## config.mk

```make
export PLATFORM = sky130hd
export DESIGN_NAME = gpio_edge_irq
export DESIGN_NICKNAME = d
export VERILOG_FILES = /design/src/rtl/gpio_irq_pkg.sv /design/src/rtl/gpio_sync_edge.sv /design/src/rtl/gpio_irq_regs.sv /design/src/rtl/gpio_pullup_gate.sv /design/src/rtl/gpio_edge_irq.sv
export SDC_FILE = /design/constraint.sdc
export NUM_CORES = 1
export LEC_CHECK = 0
export BUFFER_PORTS_ARGS = -buffer_cell sky130_fd_sc_hd__buf_2
export CAP_MARGIN = 10
export CORE_ASPECT_RATIO = 1.1
export CORE_UTILIZATION = 30
export CTS_CLUSTER_SIZE = 12
export DETAILED_ROUTE_END_ITERATION = 8
export PLACE_DENSITY = 0.61
export SLEW_MARGIN = 10
export SYNTH_ARGS = -nofsm -noshare
export SYNTH_HDL_FRONTEND = slang
export SYNTH_SLANG_ARGS = --single-unit
export TNS_END_PERCENT = 10
```

## constraint.sdc

```tcl
create_clock -name clk -period 3.53 [get_ports clk]
set_input_delay 0.353 -clock clk [delete_from_list [all_inputs] [get_ports clk]]
set_output_delay 0.353 -clock clk [all_outputs]
set_load 0.1 [all_outputs]
```

## src/rtl/gpio_irq_pkg.sv

```systemverilog
package gpio_irq_pkg;

    localparam int NPINS = 8;
    localparam int AW    = 16;

    localparam logic [AW-1:0] ADDR_IEN  = 16'h5205;
    localparam logic [AW-1:0] ADDR_EDGE = 16'h5206;
    localparam logic [AW-1:0] ADDR_FLAG = 16'h5207;

    typedef logic [NPINS-1:0] pinvec_t;

    typedef enum logic [1:0] {
        SEL_NONE = 2'd0,
        SEL_IEN  = 2'd1,
        SEL_EDGE = 2'd2,
        SEL_FLAG = 2'd3
    } regsel_e;

    typedef struct packed {
        logic    wr;
        logic    rd;
        regsel_e sel;
        pinvec_t wdata;
    } busreq_t;

    function automatic regsel_e decode_addr(input logic [AW-1:0] a);
        regsel_e s;
        case (a)
            ADDR_IEN:  s = SEL_IEN;
            ADDR_EDGE: s = SEL_EDGE;
            ADDR_FLAG: s = SEL_FLAG;
            default:   s = SEL_NONE;
        endcase
        return s;
    endfunction

    // Per-pin event: polarity 1 picks the falling transition.
    function automatic pinvec_t pick_edge(input pinvec_t rise,
                                          input pinvec_t fall,
                                          input pinvec_t pol);
        return (pol & fall) | (~pol & rise);
    endfunction

endpackage

```

## src/rtl/gpio_sync_edge.sv

```systemverilog
module gpio_sync_edge
    import gpio_irq_pkg::*;
#(
    parameter int N      = NPINS,
    parameter int STAGES = 2
) (
    input  logic         clk,
    input  logic         rst,
    input  logic [N-1:0] pin_async,
    output logic [N-1:0] rise,
    output logic [N-1:0] fall
);
    localparam int CHAIN = STAGES + 1;

    for (genvar p = 0; p < N; p++) begin : g_pin
        logic [CHAIN-1:0] chain;

        always_ff @(posedge clk) begin
            if (rst) begin
                chain <= '0;
            end else begin
                chain <= {chain[CHAIN-2:0], pin_async[p]};
            end
        end

        // chain[STAGES-1] is the synchronized level, chain[STAGES] its previous sample
        assign rise[p] =  chain[STAGES-1] & ~chain[STAGES];
        assign fall[p] = ~chain[STAGES-1] &  chain[STAGES];
    end

endmodule

```

## src/rtl/gpio_irq_regs.sv

```systemverilog
module gpio_irq_regs
    import gpio_irq_pkg::*;
(
    input  logic    clk,
    input  logic    rst,
    input  busreq_t req,
    input  pinvec_t set_ev,
    output pinvec_t ien,
    output pinvec_t esel,
    output pinvec_t flags,
    output pinvec_t rdata
);
    pinvec_t clr_mask;
    pinvec_t flags_n;
    pinvec_t rd_mux;

    assign clr_mask = (req.wr && req.sel == SEL_FLAG) ? req.wdata : '0;

    // Set is applied after clear, so a same-cycle event survives.
    for (genvar b = 0; b < NPINS; b++) begin : g_flag
        assign flags_n[b] = set_ev[b] | (flags[b] & ~clr_mask[b]);
    end

    always_comb begin
        case (req.sel)
            SEL_IEN:  rd_mux = ien;
            SEL_EDGE: rd_mux = esel;
            SEL_FLAG: rd_mux = flags;
            default:  rd_mux = '0;
        endcase
    end

    always_ff @(posedge clk) begin
        if (rst) begin
            ien   <= '0;
            esel  <= '0;
            flags <= '0;
            rdata <= '0;
        end else begin
            if (req.wr && req.sel == SEL_IEN)  ien  <= req.wdata;
            if (req.wr && req.sel == SEL_EDGE) esel <= req.wdata;
            flags <= flags_n;
            rdata <= req.rd ? rd_mux : '0;
        end
    end

    assert_flag_clear_R5: assert property (@(posedge clk) disable iff (rst)
        (req.wr && req.sel == SEL_FLAG) |=> ((flags & $past(req.wdata) & ~$past(set_ev)) == '0));

    assert_flag_sticky_R5: assert property (@(posedge clk) disable iff (rst)
        !(req.wr && req.sel == SEL_FLAG) |=> (($past(flags) & ~flags) == '0));

    assert_set_wins_R6: assert property (@(posedge clk) disable iff (rst)
        (|set_ev) |=> ((flags & $past(set_ev)) == $past(set_ev)));

    assert_no_spurious_set_R3: assert property (@(posedge clk) disable iff (rst)
        !(|set_ev) |=> ((flags & ~$past(flags)) == '0));

endmodule

```

## src/rtl/gpio_pullup_gate.sv

```systemverilog
module gpio_pullup_gate
    import gpio_irq_pkg::*;
#(
    parameter int N = NPINS
) (
    input  logic [N-1:0] pu_bit,
    input  logic [N-1:0] oe,
    input  logic [N-1:0] alt_sel,
    input  logic [N-1:0] alt_dflt,
    output logic [N-1:0] pu_eff
);
    for (genvar p = 0; p < N; p++) begin : g_pu
        assign pu_eff[p] = alt_sel[p] ? alt_dflt[p] : (pu_bit[p] & ~oe[p]);
    end

    always_comb begin
        assert_pu_oe_R8: assert ((pu_eff & oe & ~alt_sel) == '0);
    end

endmodule

```

## src/rtl/gpio_edge_irq.sv

```systemverilog
module gpio_edge_irq
    import gpio_irq_pkg::*;
(
    input  logic        clk,
    input  logic        rst,
    input  logic [7:0]  pin_in,
    input  logic [15:0] bus_addr,
    input  logic        bus_wr,
    input  logic        bus_rd,
    input  logic [7:0]  bus_wdata,
    output logic [7:0]  bus_rdata,
    input  logic [7:0]  pu_bit,
    input  logic [7:0]  oe,
    input  logic [7:0]  alt_sel,
    input  logic [7:0]  alt_pu_dflt,
    output logic [7:0]  pu_eff,
    output logic        irq_req
);
    busreq_t req;
    pinvec_t rise, fall, set_ev;
    pinvec_t ien, esel, flags;

    assign req.wr    = bus_wr;
    assign req.rd    = bus_rd;
    assign req.sel   = decode_addr(bus_addr);
    assign req.wdata = bus_wdata;

    gpio_sync_edge #(.N(NPINS), .STAGES(2)) u_sync (
        .clk       (clk),
        .rst       (rst),
        .pin_async (pin_in),
        .rise      (rise),
        .fall      (fall)
    );

    assign set_ev = pick_edge(rise, fall, esel);

    gpio_irq_regs u_regs (
        .clk    (clk),
        .rst    (rst),
        .req    (req),
        .set_ev (set_ev),
        .ien    (ien),
        .esel   (esel),
        .flags  (flags),
        .rdata  (bus_rdata)
    );

    gpio_pullup_gate #(.N(NPINS)) u_pu (
        .pu_bit   (pu_bit),
        .oe       (oe),
        .alt_sel  (alt_sel),
        .alt_dflt (alt_pu_dflt),
        .pu_eff   (pu_eff)
    );

    always_ff @(posedge clk) begin
        if (rst) irq_req <= 1'b0;
        else     irq_req <= |(flags & ien);
    end

    assert_irq_on_R7: assert property (@(posedge clk) disable iff (rst)
        (|(flags & ien)) |=> irq_req);

    assert_irq_off_R7: assert property (@(posedge clk) disable iff (rst)
        ((flags & ien) == '0) |=> !irq_req);

endmodule

```

==> results of run 1 <==
-- layout make-up --
type	count	area, um^2	area share [%]
clock inverter	3	15.0	0.497
inverter	1	3.75	0.124
tap	105	131	4.35
sequential	57	1140	37.8
clock buffer	12	165	5.47
timing repair buffer	85	428	14.2
multi-input combinational	202	1140	37.6
-- path summary, 6_finish.rpt --
path | cells after the start | from | endpoint
setup / recovery | 5 | bus_addr[7] | u_regs.esel[3]
hold / removal | 2 | pin_in[3] | u_sync.g_pin[3].chain[0]
setup reg to reg | 3 | u_regs.esel[2] | u_regs.flags[2]
hold reg to reg | 1 | u_sync.g_pin[5].chain[0] | u_sync.g_pin[5].chain[1]
-- cell families (layout without fill, tap and decap cells) --
logic type | Yosys count | after routing | share of synthesized area [%]
AO/OA/AOI/OAI | 78 | 78 | 18.2
multiplexers | 8 | 8 | 3.42
flip-flops | 57 | 57 | 48.7
buffers and inverters | 15 | 101 | 2.83
AND/OR/NAND/NOR | 116 | 116 | 26.9
-- power groups by stage --
stage          clock network, uW  registers [uW]  logic (uW)
2_1_floorplan                  0             679         100
3_3_place_gp                   0             681         151
3_5_place_dp                   0             682         154
4_1_cts                      565             668         154
5_1_grt                      591             669         165
6_report                     543             668         153
-- cell usage after synthesis (all sizes together) --
| master | instances |
|---|---|
| a22oi | 4 |
| nor4 | 2 |
| a41oi | 1 |
| o21ai | 32 |
| dfxtp | 57 |
| buf | 5 |
| or4b | 3 |
| a21oi | 35 |
| a211oi | 1 |
| nand3 | 16 |
| nor2 | 28 |
| or4 | 3 |
| or4bb | 1 |
| clkbuf | 9 |
| nand3b | 2 |
| nor2b | 24 |
| nand2 | 26 |
| inv | 1 |
| nor3b | 1 |
| nand2b | 8 |
| and2 | 2 |
| mux2i | 8 |
| a2bb2oi | 5 |
-- cell usage in the layout, fill, tap and decap left out --
master      n
nor2b_1    24
o21ai_1     3
and2_1      1
buf_4       1
dfxtp_1    57
buf_2      84
mux2i_1     8
nor3b_1     1
nor2_1     28
a21oi_1    35
a211oi_1    1
nand3b_1    2
nand2b_1    8
inv_1       1
or4_4       1
nand3_1    16
nor4_4      1
nor4_2      1
or4_1       2
or4b_4      3
a22oi_1     4
a41oi_1     1
or4bb_1     1
and2_0      1
a2bb2oi_1   5
nand2_1    26
o21ai_0    29
clkinv_2    3
clkbuf_8   12
-- flip-flops by register name, indices dropped and copies added (netlist names) --
register / flops
irq_req: 1
u_regs.esel: 8
u_regs.flags: 8
u_regs.ien: 8
u_regs.rdata: 8
u_sync.g_pin.chain: 24
-- worst reg2reg max path, delay by kind of cell, from the launching register on --
| kind | cells | cell delay (ns) |
|---|---|---|
| AO/OA/AOI/OAI | 2 | 0.26 |
| flip-flops | 1 | 0.39 |
| AND/OR/NAND/NOR | 1 | 0.07 |
-- metrics by stage --
| step | worst slack (ns) | hold WS (ns) |
|---|---|---|
| 3_5_place_dp | 1.29 | 0.425 |
| 5_1_grt | 1.54 | 0.224 |
| 3_3_place_gp | 1.32 | 0.421 |
| 4_1_cts | 1.65 | 0.212 |
| 2_1_floorplan | 0.599 | 0.414 |
| 6_report | 1.60 | 0.230 |
-- layer usage --
layer  part of all wire, %  routed length, um
met5                     0                  0
met4                   1.1                 56
met3                   6.6                337
met2                    46               2370
met1                    46               2380
==> impl_metrics.env, run 1 <==
export IMPL_outcome="finished, final reports clean"
export IMPL_fin_crit_sh_pct=54.6
export IMPL_syn_avg_cell_area_um2=8.55
export IMPL_die_height_um=94.7
export IMPL_tritoncts="built"
export IMPL_drive_gt1_share_pct=29.4
export IMPL_p_sw_share_pct=25.5
export IMPL_num_rows=33
export IMPL_fin_setup_tns_ns=0
export IMPL_ios=85
export IMPL_critPathTopFamily="simple AND/OR/NAND/NOR gates"
export IMPL_synth_net_count=342
export IMPL_synth_area_um2=2340
export IMPL_via_per_inst=4.61
export IMPL_nets=424
export IMPL_cts_sinks=57
export IMPL_synth_top_area_share_pct=48.7
export IMPL_crit_required_ns=3.71
export IMPL_grt_busiest_layer="met2"
export IMPL_final_max_slew_violation_count=0
export IMPL_crit_chain="buf_2 -> or4b_4 -> or4_1 -> o21ai_0 -> a21oi_1"
export IMPL_fin_skew_ns=0.00686
export IMPL_die_w_um=86.3
export IMPL_grt_pass1_vias=1880
export IMPL_power_leakage_uw=0.00122
export IMPL_fin_crit_ns=1.93
export IMPL_ant_nets=0
export IMPL_gr_total_overflow=0
export IMPL_grt_usage_pct=13.5
export IMPL_max_cap_violations=0
export IMPL_diodes=0
export IMPL_start_util_pct=31.2
export IMPL_cts_setup_buffers=0
export IMPL_finalNonFillerCells=465
export IMPL_maxSlewHeadroom_pct=39.5
export IMPL_drc=0
export IMPL_drt_pass1_iterations=4
export IMPL_worst_path_buf_inv=1
export IMPL_hold_viol=0
export IMPL_grtUsageMet2_pct=21.6
export IMPL_grt_pass1_wl_mm=8.40
export IMPL_pwr_share_clk_pct=39.8
export IMPL_regToRegSetupSlack_ns=2.65
export IMPL_wl_per_cell_um=11.0
export IMPL_final_cell_area_um2=3020
export IMPL_arrival_ns=2.10
export IMPL_p_per_area_nw_per_um2=452
export IMPL_grt_max_degree=51
export IMPL_end_kind="flop"
export IMPL_dp_hpwl_mm=3.75
export IMPL_via_count=2143
export IMPL_seq_power_share_pct=49.0
export IMPL_setup_viol=0
export IMPL_ctsHoldBuffers=0
export IMPL_postCtsResizedCells=0
export IMPL_ys_seq_elements=57
export IMPL_dp_cells=450
export IMPL_drtIter0Drc=140
export IMPL_portBuffers=84
export IMPL_fillCellCount=808
export IMPL_core_um2=7510
export IMPL_die_area_um2=8170
export IMPL_worstMarginPinSlew_ns=0.908
export IMPL_switching_power_uw=347
export IMPL_use_met3_pct=4.02
export IMPL_startpoint_type="input port"
export IMPL_vdd_drop_max_mv=0.195
export IMPL_internal_power_uw=1020
export IMPL_critical_path_max_stage_delay_ns=0.74
export IMPL_place_congestion=0.747
export IMPL_syn_inst=274
export IMPL_area_growth_pct=28.9
export IMPL_ys_warn_count=0
export IMPL_fin_util_pct=40.2
export IMPL_synth_top_cell_by_area="dfxtp_1"
export IMPL_fmaxAchievable_ghz=0.519
export IMPL_wl_mm=5.14
export IMPL_yosysUniqueCellTypes=29
export IMPL_rsz0062_at_grt="no"
export IMPL_critPathKind="in -> reg"
export IMPL_finalPower_uw=1360
export IMPL_crit_path_max_fanout=8
export IMPL_use_met1_pct=16.2
export IMPL_synth_seq_area_share_pct=48.7
export IMPL_clk_latency_ns=0.33
export IMPL_cts_root_buffer="clkbuf_8"
export IMPL_p_comb_share_pct=11.2
export IMPL_min_path_type="in -> reg"
export IMPL_ys_top_cells_by_area="dfxtp_1, a21oi_1, nor2b_1, o21ai_0, nor2_1"
export IMPL_cts_buffer_depth=2
export IMPL_ctsHtreeMaxLevel=3
export IMPL_cpMaxStageDelayCell="or4_1"
export IMPL_numCtsBuffers=9
export IMPL_cts_clk_slew_worst_paths_ns=0.06
export IMPL_placedInstanceArea_um2=2840
export IMPL_antenna_found_initial=0
No activity file was read; power rests on OpenSTA's default activity.
==> run 2: changes to the inputs <==
--- a/config.mk
+++ b/config.mk
@@ -5,13 +5,14 @@
 export SDC_FILE = /design/constraint.sdc
 export NUM_CORES = 1
 export LEC_CHECK = 0
+export ABC_AREA = 1
 export BUFFER_PORTS_ARGS = -buffer_cell sky130_fd_sc_hd__buf_2
 export CAP_MARGIN = 10
 export CORE_ASPECT_RATIO = 1.1
 export CORE_UTILIZATION = 30
 export CTS_CLUSTER_SIZE = 12
 export DETAILED_ROUTE_END_ITERATION = 8
-export PLACE_DENSITY = 0.61
+export PLACE_DENSITY = 0.62
 export SLEW_MARGIN = 10
 export SYNTH_ARGS = -nofsm -noshare
 export SYNTH_HDL_FRONTEND = slang
==> constraint.sdc (replaced) <==
create_clock -name clk -period 1.72 [get_ports clk]
set_input_delay 0.172 -clock clk [delete_from_list [all_inputs] [get_ports clk]]
set_output_delay 0.172 -clock clk [all_outputs]
set_load 0.1 [all_outputs]
==> impl_metrics.env, run 2 <==
export IMPL_finalNonFillerCells=548
export IMPL_final_max_slew_violation_count=0
export IMPL_place_ws_ns=0.277
export IMPL_crit_required_ns=1.55
export IMPL_num_rows=35
export IMPL_ys_seq_elements=57
export IMPL_power_leakage_uw=0.00155
export IMPL_drive_gt1_share_pct=29.1
export IMPL_yosysMostFrequentCell="nand2_1"
export IMPL_synth_area_um2=2560
export IMPL_synth_seq_area_share_pct=44.5
export IMPL_mostFrequentLayoutCells="buf_2, nand2_1, dfxtp_1, inv_1, nand4_1"
export IMPL_wl_per_cell_um=10.4
export IMPL_fin_crit_ns=1.22
export IMPL_largest_register="u_sync.g_pin.chain"
export IMPL_tritoncts="built"
export IMPL_die_w_um=90.1
export IMPL_cts_setup_buffers=0
export IMPL_cts_root_buffer="clkbuf_8"
export IMPL_crit_chain="buf_2"
export IMPL_nets=501
export IMPL_fillCellCount=899
export IMPL_critPathKind="reg -> out"
export IMPL_end_kind="primary output"
export IMPL_worstMarginPinSlew_ns=0.499
export IMPL_place_congestion=0.819
export IMPL_ys_top_cells_by_count="nand2_1, dfxtp_1, inv_1"
export IMPL_critical_path_max_stage_delay_ns=0.41
export IMPL_ctsHoldBuffers=0
export IMPL_setup_ws_ns=0.500
export IMPL_drc=0
export IMPL_grt_usage_pct=13.8
export IMPL_postCtsResizedCells=0
export IMPL_gr_total_overflow=0
export IMPL_largest_register_ffs=24
export IMPL_ctsHtreeMaxLevel=3
export IMPL_synthFlopType="dfxtp_1"
export IMPL_grt_pass1_wl_mm=9.85
export IMPL_arrival_ns=1.05
export IMPL_wl_mm=5.68
export IMPL_worst_path_buf_inv=1
export IMPL_numCtsBuffers=9
export IMPL_drtIter0Drc=105
export IMPL_p_per_area_nw_per_um2=898
export IMPL_start_util_pct=30.8
export IMPL_diodes=0
export IMPL_vdd_drop_max_mv=0.337
export IMPL_cts_sinks=57
export IMPL_dp_cells=533
export IMPL_rsz0062_at_grt="no"
export IMPL_setup_viol=0
export IMPL_cts_clk_slew_worst_paths_ns=0.06
export IMPL_synth_net_count=415
export IMPL_clk_latency_ns=0.33
export IMPL_synthArstFlopShare_pct=0
export IMPL_via_count=2459
export IMPL_drt_pass1_iterations=4
export IMPL_ios=85
export IMPL_ys_top_cells_by_area="dfxtp_1, nand4_1, nand2_1, inv_1, nor2_1"
export IMPL_ys_warn_count=0
export IMPL_worst_hold_slack_ns=0.0408
export IMPL_maxSlewHeadroom_pct=66.7
export IMPL_synth_edf_count=0
export IMPL_synth_top_cell_by_area="dfxtp_1"
export IMPL_portBuffers=84
export IMPL_fmaxAchievable_ghz=0.820
export IMPL_cts_buffer_depth=2
export IMPL_crit_path_max_fanout=1
export IMPL_area_growth_pct=30.8
export IMPL_hold_viol=0
export IMPL_antenna_found_initial=0
export IMPL_die_height_um=99.0
export IMPL_max_cap_violations=0
export IMPL_grt_max_degree=50
export IMPL_startpoint_type="flop"
export IMPL_critPathTopFamily="buffers and inverters"
export IMPL_core_um2=8320
export IMPL_min_path_type="in -> reg"
export IMPL_fin_skew_ns=0.00708
export IMPL_ant_nets=0
export IMPL_fin_crit_sh_pct=70.9
export IMPL_grt_pass1_vias=2251
export IMPL_syn_avg_cell_area_um2=7.39
export IMPL_via_per_inst=4.49
export IMPL_dp_hpwl_mm=4.20
export IMPL_syn_inst=347
export IMPL_synth_top_area_share_pct=44.5
export IMPL_die_area_um2=8920
export IMPL_final_common_cell="buf_2"
export IMPL_cpMaxStageDelayCell="buf_2"
export IMPL_outcome="finished, final reports clean"
export IMPL_yosysUniqueCellTypes=21
export IMPL_fin_util_pct=40.3
run 2: cell count changes in the layout (fill, tap and decap cells not counted), moves of 10 or more:
cell     delta
a21oi_1    -10
inv_1      +53
nand2_1    +39
nand4_1    +48
nor2_1     +11
nor2b_1    -24
o21ai_0    -29
run 2: per-stage QoR:
step	total power, uW	cell area, um^2	setup TNS (ns)
2_1_floorplan	1610	2610	-0.200
3_3_place_gp	1730	3140	0
3_5_place_dp	1730	3140	0
4_1_cts	3070	3350	0
5_1_grt	3150	3350	0
6_report	3010	3350	0
run 2: tightest hold or removal path, cell delays in order:
cell    delay [ns]
buf_2         0.07
inv_1         0.03
nor2_1        0.06
run 2: logic make-up (layout without fill, tap and decap cells):
group	count (synthesis)	count (layout)	synth area share, %
compound gates	37	37	8.44
buf+inv	71	161	11.8
simple gates	182	182	35.2
flops	57	57	44.5
run 2: final timing paths:
path                            slack (ns)                     start  cells past startpoint                       end
worst max-delay path                  0.50           u_regs.rdata[2]                      1              bus_rdata[2]
worst min-delay path                  0.04                 pin_in[1]                      3  u_sync.g_pin[1].chain[0]
worst max register to register        0.77           u_regs.flags[4]                      3                   irq_req
worst min register to register        0.39  u_sync.g_pin[4].chain[0]                      2  u_sync.g_pin[4].chain[1]
run 2: final cells by class:
| type | instances | area [um^2] | share of cell area, % |
|---|---|---|---|
| multi-input combinational | 219 | 1170 | 34.8 |
| sequential | 57 | 1140 | 34.0 |
| timing repair buffer | 91 | 485 | 14.5 |
| inverter | 55 | 206 | 6.15 |
| clock buffer | 13 | 179 | 5.33 |
| tap | 111 | 139 | 4.14 |
| clock inverter | 2 | 35.0 | 1.04 |
run 2: routing by layer:
layer	part of all wire [%]	vias to the layer above	GRT usage [%]
met5	0	-	0
met4	1.7	0	6.82
met3	4.8	8	4.32
met2	48	61	23.1
met1	46	1071	15.9
li1	-	1319	-
run 2: where the power goes:
group	switching [uW]	total (uW)	internal [uW]
registers	17.6	1370	1350
logic	226	332	105
clock network	493	1310	817
total	737	3010	2280
==> run 3: changes to the inputs <==
--- a/config.mk
+++ b/config.mk
@@ -5,14 +5,14 @@
 export SDC_FILE = /design/constraint.sdc
 export NUM_CORES = 1
 export LEC_CHECK = 0
-export ABC_AREA = 1
+export ABC_AREA = 0
 export BUFFER_PORTS_ARGS = -buffer_cell sky130_fd_sc_hd__buf_2
 export CAP_MARGIN = 10
 export CORE_ASPECT_RATIO = 1.1
 export CORE_UTILIZATION = 30
 export CTS_CLUSTER_SIZE = 12
 export DETAILED_ROUTE_END_ITERATION = 8
-export PLACE_DENSITY = 0.62
+export PLACE_DENSITY = 0.63
 export SLEW_MARGIN = 10
 export SYNTH_ARGS = -nofsm -noshare
 export SYNTH_HDL_FRONTEND = slang
==> constraint.sdc (replaced) <==
create_clock -name clk -period 1 [get_ports clk]
set_input_delay 0.1 -clock clk [delete_from_list [all_inputs] [get_ports clk]]
set_output_delay 0.1 -clock clk [all_outputs]
set_load 0.1 [all_outputs]
==> impl_metrics.env, run 3 (same netlist as run 1, synthesis figures left out) <==
export IMPL_fin_crit_sh_pct=144
export IMPL_violations="negative setup slack"
export IMPL_maxSlewHeadroom_pct=77.8
export IMPL_setup_viol=32
export IMPL_die_area_um2=8170
export IMPL_min_path_type="in -> reg"
export IMPL_grt_max_degree=50
export IMPL_grtUsageMet2_pct=28.2
export IMPL_finalPower_uw=5370
export IMPL_numCtsBuffers=9
export IMPL_wl_per_cell_um=12.0
export IMPL_portBuffers=84
export IMPL_tritoncts="built"
export IMPL_nets=449
export IMPL_drive_gt1_share_pct=37.6
export IMPL_area_growth_pct=55.5
export IMPL_diodes=0
export IMPL_drtIter0Drc=86
export IMPL_cts_sinks=57
export IMPL_worstMarginPinSlew_ns=0.332
export IMPL_max_cap_violations=0
export IMPL_crit_required_ns=1.21
export IMPL_multiInputGateArea_um2=1230
export IMPL_die_height_um=94.7
export IMPL_fin_crit_ns=1.44
export IMPL_regArea_um2=1150
export IMPL_wl_mm=5.88
export IMPL_num_rows=33
export IMPL_largest_register="u_sync.g_pin.chain"
export IMPL_power_leakage_uw=0.00145
export IMPL_fin_setup_tns_ns=-11.86
export IMPL_hold_viol=0
export IMPL_p_per_area_nw_per_um2=1470
export IMPL_antenna_found_initial=0
export IMPL_ctsHtreeMaxLevel=3
export IMPL_startpoint_type="input port"
export IMPL_setup_ws_ns=-0.435
export IMPL_outcome="complete, but fails checks"
export IMPL_fillCellCount=740
export IMPL_fmaxAchievable_ghz=0.697
export IMPL_place_ws_ns=-0.876
export IMPL_fin_skew_ns=0.00676
export IMPL_grt_busiest_layer="met2"
export IMPL_crit_path_max_fanout=8
export IMPL_fin_util_pct=48.5
export IMPL_final_common_cell="buf_2"
export IMPL_place_congestion=0.799
export IMPL_dp_hpwl_mm=4.25
export IMPL_critPathKind="in -> reg"
export IMPL_die_w_um=86.3
export IMPL_via_per_inst=4.67
export IMPL_cts_root_buffer="clkbuf_8"
export IMPL_ios=85
export IMPL_vdd_drop_max_mv=0.590
export IMPL_drc=0
export IMPL_use_met3_pct=4.02
export IMPL_drt_pass1_iterations=4
export IMPL_cts_setup_buffers=0
export IMPL_cts_buffer_depth=2
export IMPL_grt_pass1_vias=2203
export IMPL_end_kind="flop"
export IMPL_final_max_slew_violation_count=0
export IMPL_clk_latency_ns=0.33
export IMPL_gr_total_overflow=0
export IMPL_ant_nets=0
export IMPL_via_count=2295
export IMPL_start_util_pct=31.2
export IMPL_largest_register_ffs=24
export IMPL_mostFrequentLayoutCells="buf_2, dfxtp_1, a21oi_1, nor2_1, nand2_1"
export IMPL_use_met1_pct=16.5
export IMPL_arrival_ns=1.65
export IMPL_core_um2=7510
export IMPL_rsz0062_at_grt="yes"
export IMPL_grt_pass1_wl_mm=9.72
export IMPL_grt_usage_pct=15.6
export IMPL_cts_clk_slew_worst_paths_ns=0.06
==> run 3: final timing paths <==
| path | endpoint | depth (start not counted) | slack (ns) | from |
|---|---|---|---|---|
| min reg2reg | u_sync.g_pin[6].chain[1] | 1 | 0.43 | u_sync.g_pin[6].chain[0] |
| max reg2reg | irq_req | 2 | 0.14 | u_regs.flags[0] |
| max | u_regs.esel[7] | 5 | -0.44 | bus_addr[8] |
| min | u_regs.ien[1] | 3 | 0.05 | bus_wdata[1] |
==> run 3: cell type report <==
type,instances,area share [%]
timing repair buffer,109,25.2
clock buffer,10,3.50
multi-input combinational,203,33.8
tap,105,3.60
sequential,57,31.6
clock inverter,6,2.27
inverter,1,0.103
==> run 3: metrics by stage <==
stage | hold slack, ns | cells | cell area (um^2)
after CTS | 0.0321 | 491 | 3610
after floorplan | 0.228 | 274 | 2380
after detailed placement | 0.313 | 465 | 3250
after global routing | 0.0433 | 491 | 3640
after global placement | 0.313 | 465 | 3250
final | 0.0481 | 491 | 3640
==> run 3: worst max-delay path: stages <==
cell and delay (ns):
buf_6 0.09, or4b_4 0.58, or4_4 0.64, o21ai_1 0.15, a21oi_1 0.08
==> run 3: routing by layer <==
metal | routed length (um) | part of all wire [%]
met3 | 344 | 5.9
met2 | 2970 | 51
met1 | 2410 | 41
met4 | 152 | 2.6
met5 | 0 | 0
==> run 3: timing repair <==
item | CTS | global route
setup endpoints to repair | 34 | 38
hold buffers | 8 | 0
resized for setup | 30 | 12
pin swaps | 17 | 3
gates cloned | 2 | 0
endpoints found under the hold margin | 8 | 0
==> run 3: power breakdown <==
part | total (uW) | switching [uW] | internal [uW]
clock | 2270 | 885 | 1390
combinational | 744 | 408 | 336
sequential | 2360 | 30.3 | 2330
